`src/rtl/irqc_pkg.sv`:
```
package irqc_pkg;
    localparam int SRC_W      = 32;
    localparam int ADDR_W     = 8;
    localparam int NUM_OUT    = 2;
    localparam int GATE_BIT   = SRC_W - 1;

    localparam logic [ADDR_W-1:0] OFS_STAT0 = 8'h00;
    localparam logic [ADDR_W-1:0] OFS_STAT1 = 8'h04;
    localparam logic [ADDR_W-1:0] OFS_ROUTE = 8'h20;
    localparam logic [ADDR_W-1:0] OFS_RAW   = 8'h30;
    localparam logic [ADDR_W-1:0] OFS_SET   = 8'h34;
    localparam logic [ADDR_W-1:0] OFS_CLR   = 8'h38;

    typedef enum logic [2:0] {
        SEL_STAT0,
        SEL_STAT1,
        SEL_ROUTE,
        SEL_RAW,
        SEL_SET,
        SEL_CLR,
        SEL_NONE
    } reg_sel_e;

    typedef struct packed {
        logic [SRC_W-1:0] mask;
        logic [SRC_W-1:0] route;
    } ctrl_t;

    function automatic reg_sel_e decode_addr(input logic [ADDR_W-1:0] a);
        reg_sel_e s;
        case (a)
            OFS_STAT0: s = SEL_STAT0;
            OFS_STAT1: s = SEL_STAT1;
            OFS_ROUTE: s = SEL_ROUTE;
            OFS_RAW:   s = SEL_RAW;
            OFS_SET:   s = SEL_SET;
            OFS_CLR:   s = SEL_CLR;
            default:   s = SEL_NONE;
        endcase
        return s;
    endfunction
endpackage

```
`src/rtl/irqc_sampler.sv`:
```
module irqc_sampler
    import irqc_pkg::*;
#(
    parameter int W = SRC_W
) (
    input  logic         clk,
    input  logic         rst,
    input  logic [W-1:0] src,
    output logic [W-1:0] raw
);
    for (genvar i = 0; i < W; i++) begin : g_bit
        always_ff @(posedge clk) begin
            if (rst) raw[i] <= 1'b0;
            else     raw[i] <= src[i];
        end
    end

    // the raw view trails the sources by exactly one edge
    assert_raw_follow_R5: assert property (@(posedge clk) disable iff (rst)
        !rst |=> raw == $past(src));
endmodule

```
`src/rtl/irqc_regs.sv`:
```
module irqc_regs
    import irqc_pkg::*;
(
    input  logic             clk,
    input  logic             rst,
    input  logic             wr_en,
    input  reg_sel_e         sel,
    input  logic [SRC_W-1:0] wr_data,
    output ctrl_t            ctrl
);
    ctrl_t ctrl_q, ctrl_d;

    always_comb begin
        ctrl_d = ctrl_q;
        if (wr_en) begin
            case (sel)
                SEL_SET:   ctrl_d.mask  = ctrl_q.mask | wr_data;
                SEL_CLR:   ctrl_d.mask  = ctrl_q.mask & ~wr_data;
                SEL_ROUTE: ctrl_d.route = wr_data;
                default:   ctrl_d = ctrl_q;
            endcase
        end
    end

    always_ff @(posedge clk) begin
        if (rst) ctrl_q <= '0;
        else     ctrl_q <= ctrl_d;
    end

    assign ctrl = ctrl_q;

    assert_mask_set_R2: assert property (@(posedge clk) disable iff (rst)
        (wr_en && sel == SEL_SET) |=> ctrl.mask == ($past(ctrl.mask) | $past(wr_data)));
    assert_mask_clr_R3: assert property (@(posedge clk) disable iff (rst)
        (wr_en && sel == SEL_CLR) |=> ctrl.mask == ($past(ctrl.mask) & ~$past(wr_data)));
    assert_route_load_R4: assert property (@(posedge clk) disable iff (rst)
        (wr_en && sel == SEL_ROUTE) |=> ctrl.route == $past(wr_data));
    assert_mask_hold_R8: assert property (@(posedge clk) disable iff (rst)
        !(wr_en && (sel == SEL_SET || sel == SEL_CLR)) |=> $stable(ctrl.mask));
    assert_route_hold_R8: assert property (@(posedge clk) disable iff (rst)
        !(wr_en && sel == SEL_ROUTE) |=> $stable(ctrl.route));
endmodule

```
`src/rtl/irqc_route.sv`:
```
module irqc_route
    import irqc_pkg::*;
(
    input  logic [SRC_W-1:0] raw,
    input  ctrl_t            ctrl,
    output logic [SRC_W-1:0] status [NUM_OUT],
    output logic [NUM_OUT-1:0] irq
);
    for (genvar o = 0; o < NUM_OUT; o++) begin : g_out
        logic [SRC_W-1:0] sel_bits;
        if (o == 0) begin : g_zero
            assign sel_bits = ~ctrl.route;
        end else begin : g_one
            assign sel_bits = ctrl.route;
        end
        assign status[o] = raw & ctrl.mask & sel_bits;
        assign irq[o]    = (|status[o]) & ctrl.mask[GATE_BIT];
    end

    // a source can never appear on both lines
    always_comb begin
        assert_disjoint_R6: assert ((status[0] & status[1]) == '0);
    end
endmodule

```
`src/rtl/irqc_top.sv`:
```
module irqc_top
    import irqc_pkg::*;
(
    input  logic              clk,
    input  logic              rst,
    input  logic [SRC_W-1:0]  src_i,
    input  logic [ADDR_W-1:0] addr_i,
    input  logic              wr_en_i,
    input  logic [SRC_W-1:0]  wr_data_i,
    output logic [SRC_W-1:0]  rd_data_o,
    output logic [NUM_OUT-1:0] irq_o
);
    reg_sel_e         sel;
    ctrl_t            ctrl;
    logic [SRC_W-1:0] raw;
    logic [SRC_W-1:0] status [NUM_OUT];

    assign sel = decode_addr(addr_i);

    irqc_sampler #(.W(SRC_W)) u_sampler (
        .clk (clk),
        .rst (rst),
        .src (src_i),
        .raw (raw)
    );

    irqc_regs u_regs (
        .clk     (clk),
        .rst     (rst),
        .wr_en   (wr_en_i),
        .sel     (sel),
        .wr_data (wr_data_i),
        .ctrl    (ctrl)
    );

    irqc_route u_route (
        .raw    (raw),
        .ctrl   (ctrl),
        .status (status),
        .irq    (irq_o)
    );

    always_comb begin
        case (sel)
            SEL_STAT0: rd_data_o = status[0];
            SEL_STAT1: rd_data_o = status[1];
            SEL_ROUTE: rd_data_o = ctrl.route;
            SEL_RAW:   rd_data_o = raw;
            SEL_SET,
            SEL_CLR:   rd_data_o = ctrl.mask;
            default:   rd_data_o = '0;
        endcase
    end

    assert_gate_closed_R7: assert property (@(posedge clk) disable iff (rst)
        !ctrl.mask[GATE_BIT] |-> irq_o == '0);
    assert_reset_state_R1: assert property (@(posedge clk)
        $past(rst) |-> (ctrl == '0 && irq_o == '0));
endmodule

```
`config.mk`:
```
export PLATFORM = sky130hd
export DESIGN_NAME = irqc_top
export DESIGN_NICKNAME = d
export VERILOG_FILES = /design/src/rtl/irqc_pkg.sv /design/src/rtl/irqc_sampler.sv /design/src/rtl/irqc_regs.sv /design/src/rtl/irqc_route.sv /design/src/rtl/irqc_top.sv
export SDC_FILE = /design/constraint.sdc
export NUM_CORES = 1
export LEC_CHECK = 0
export ABC_AREA = 0
export BUFFER_PORTS_ARGS = -buffer_cell sky130_fd_sc_hd__buf_2
export CAP_MARGIN = 15
export CORE_ASPECT_RATIO = 0.5
export CORE_MARGIN = 3
export CORE_UTILIZATION = 52
export CTS_BUF_LIST = sky130_fd_sc_hd__clkbuf_8
export CTS_CLUSTER_SIZE = 10
export DETAILED_ROUTE_END_ITERATION = 7
export HOLD_SLACK_MARGIN = 0.05
export PLACE_DENSITY = 0.87
export SLEW_MARGIN = 20
export SYNTH_ARGS = -nofsm -noshare
export SYNTH_HDL_FRONTEND = slang
export SYNTH_SLANG_ARGS = --single-unit
```
`constraint.sdc`:
```
create_clock -name clk -period 2.4 [get_ports clk]
set_clock_uncertainty 0.05 [all_clocks]
set_input_delay 0.72 -clock clk [delete_from_list [all_inputs] [get_ports clk]]
set_output_delay 0.72 -clock clk [all_outputs]
set_load 0.02 [all_outputs]
```
==> summary by stage <==
Finish
The number of filler cells placed in the layout is 649. The net total in the final layout is 864. The finished layout holds 929 standard cells, fillers aside. The sequential cells in the finished layout cover a total of 1950 µm².

0 antenna diodes ended up in the layout. Summing all multi-input logic gate instances after layout gives 3230 µm². The area added between synthesis and finish is 32.0%.

Cells fill 72.1% of the core in the end. The ratio of cells with drive above 1 in the final layout is 34.1%. The finished cells cover 6970 µm².

STA
The worst hold slack is 0.450 ns. Setup violations remaining at the end of the flow were counted as 34. The number of max-slew violations in the final report is 0. The final hold violation count is 0. Counting I/O delays and the setup requirement, the final critical path takes 3.03 ns.

The achievable clock frequency is 330 MHz. The total negative slack is -14.61 ns. Setup repair after global routing could not meet its margin everywhere. The actual slew at the worst max-slew pin is 0.435 ns. The worst-case headroom to the max-slew limit is 71.0%. The final critical path takes up 126% of the cycle. Across all setup checks in the final design, the least slack found is -0.634 ns.

Logic synthesis
Yosys mapped a number of flops with a built-in enable equal to 0. By area the synthesized netlist is led by dfxtp_1 (36%), nand2_1 (6.9%), a221o_1 (6.1%), mux2i_1 (6.1%), nor3_2 (5.3%). The primary flip-flop cell chosen by synthesis mapping is dfxtp_1. The post-synthesis instance area is 5280 µm². The library cell occupying the most area in the post-synthesis netlist is dfxtp_1. The number of nets in the synthesized netlist is 746. The share of the yosys chip area belonging to registers is 36.4%.

Of the post-synthesis cell area, the dominant cell type holds 36.4%. The number of flip-flops and latches in the synthesized netlist is 96. The Yosys step of the flow raised 0 warnings. The synthesized netlist cell count is 671.

After synthesis, the netlist uses 32 different library cells. The async set or reset register ratio after synthesis is 0%. By count the netlist is led by nand2_1 (97), dfxtp_1 (96), nor2_1 (66). By instance count, the leading cell after synthesis is nand2_1. The post-synthesis average cell area is 7.87 µm².

Run status
The run finished, with violations left. The final reports fail on negative setup slack.

Placed design
The post-placement setup slack is -0.593 ns. Input and output buffers added on the ports amount to 108. The post-place instance area is 6090 µm². The wire-length estimate of the detail-placed layout is 10800 µm. Once placement completed, the tool counted placed cells totaling 895. The congestion estimate from routability-driven global placement came to 0.975.

Routing
For this block, the initial DRC count from the detailed router was 1003. The DRC violation count after routing is 0. The detailed-routing wirelength on met1 is 6980 µm. The total iterations of the first detailed-routing run is 8. Summed over all nets, wire length on met3 after detailed routing comes to 2500 µm. The detailed router placed 5908 vias in this run. In this run the top signal layer used is met5.

After detailed routing, the met2 layer carries 8710 µm of wire. Using the TritonRoute via totals, the vias-per-cell ratio works out to 6.36. The remaining number of nets flagged by the antenna check after routing is 0. In the final routed layout, each cell accounts on average for 20.5 µm.

The total detailed-routing wirelength is 19000 µm.

Floorplanning
The area of the die is 11500 µm². The number of rows in the core area is 25. The initial core utilization is 54.6%.

The core region is 9670 µm². The width of the chip is 149 µm. The I/O pin total is 109.

From bottom edge to top edge, the die measures 77.3 µm.

Global route
The via count of the first global-routing pass was 5381. The number of antenna violations at the first check in global routing is 2. After global routing the overflow that remains totals 0.

The wire length of the first global-routing pass is 27200 µm. In the global route stage, overall resource usage came out at 29.3%. The maximum number of pins on one net before global-route repair is 55.

Setup path
STA classifies the critical path endpoint as an output port. For this design, the slowest cell found on the critical path is nor4_4. The cell that appears most often on the critical path is buf_6. STA classifies the critical path startpoint as a primary input. At the worst endpoint, the required time is 1.63 ns.

The setup path with the least slack is of type in -> out. Along the worst path, the maximum fanout reaches 52. Walking the worst path, the cells encountered are buf_6 -> nor4_4 -> buf_4 -> nand3_2 -> buf_12 -> nor2_1 -> a221o_1 -> buf_6. The worst endpoint data arrival time is 2.26 ns. On the worst path, the slowest cell contributes a delay of 0.28 ns.

For flop-to-flop paths, the worst setup slack is 1.53 ns.

Flow run
The tool flagged a number of max-cap violations equal to 0.

Power and ir drop
Summing internal, switching and leakage power gives 3.01 mW. The static leakage is 2.65 nW. The power density of the placed cells is 432 nW/µm².

The maximum resistive drop on vdd is 0.000234 V.

Clocking
In this run, CTS created clock tree buffers numbering 9. Counting along the longest clock path gives a buffer depth of 2. The clock sink count is 96. CTS placed an instance of clkbuf_8 at the clock tree root. The H-tree depth is 3. At the later pin of the worst-skew pair, clock insertion delay measures 0.37 ns. The clock-pin slew on the worst setup and hold paths is 0.09 ns. Buffers inserted to repair hold after CTS numbered 0.

TritonCTS built the clock tree.

Worst hold path
The min-delay analysis places its worst path in the category reg -> reg.
per-layer routing:
layer	vias up	track usage [%]
li1	2598	-
met1	2735	37.2
met2	474	48.4
met3	97	7.62
met4	4	10.4
met5	-	0
critical path: cells and delay by family:
family                 cells  cell delay [ns]
AO/OA/AOI/OAI              1             0.26
AND/OR/NAND/NOR            3             0.59
buffers and inverters      4             0.66
layout by cell type (no fill, tap or decap), types with 31 or more instances in the layout:
| cell type | netlist | final |
|---|---|---|
| nand2_1 | 97 | 84 |
| dfxtp_1 | 96 | 76 |
| buf_2 | 9 | 71 |
| nor2_1 | 66 | 61 |
| buf_4 | 4 | 36 |
| inv_1 | 33 | 33 |
| a21oi_1 | 33 | 33 |
| nand2b_1 | 33 | 33 |
| a22oi_1 | 32 | 32 |
| a221o_1 | 32 | 32 |
| mux2i_1 | 32 | 32 |
| nor2b_1 | 32 | 32 |
| buf_6 | 4 | 31 |
cell families (layout without fill, tap and decap cells):
family / Yosys count / after routing / synth area share, %
compound gates: 143 / 143 / 18.6
xor+xnor: 1 / 1 / 0.308
buf+inv: 79 / 202 / 6.75
flops: 96 / 96 / 36.4
mux: 32 / 32 / 6.07
simple gates: 320 / 320 / 31.9
report_power, final:
part           internal (mW)  switching [mW]
registers               1.62          0.0335
logic                  0.127           0.170
clock network          0.440           0.622
what timing repair did:
action	in CTS	in global routing
pin swaps	17	36
cloned	1	5
setup endpoints to repair	33	34
setup buffers	8	4
gates resized for setup	88	84
area by class of cell:
| cell class | instances | area share, % |
|---|---|---|
| tap | 135 | 2.42 |
| sequential | 96 | 28.0 |
| clock inverter | 5 | 0.557 |
| timing repair buffer | 153 | 18.7 |
| clock buffer | 11 | 2.17 |
| inverter | 33 | 1.78 |
| multi-input combinational | 496 | 46.4 |
path summary, 6_finish.rpt:
check	start	cells after the start	endpoint
setup / recovery	addr_i[7]	8	rd_data_o[22]
hold / removal	u_regs.ctrl[5]	2	u_regs.ctrl[5]
setup reg to reg	u_regs.ctrl[12]	2	u_regs.ctrl[12]
hold reg to reg	u_regs.ctrl[5]	2	u_regs.ctrl[5]
Power figures use the tool's default switching activity.
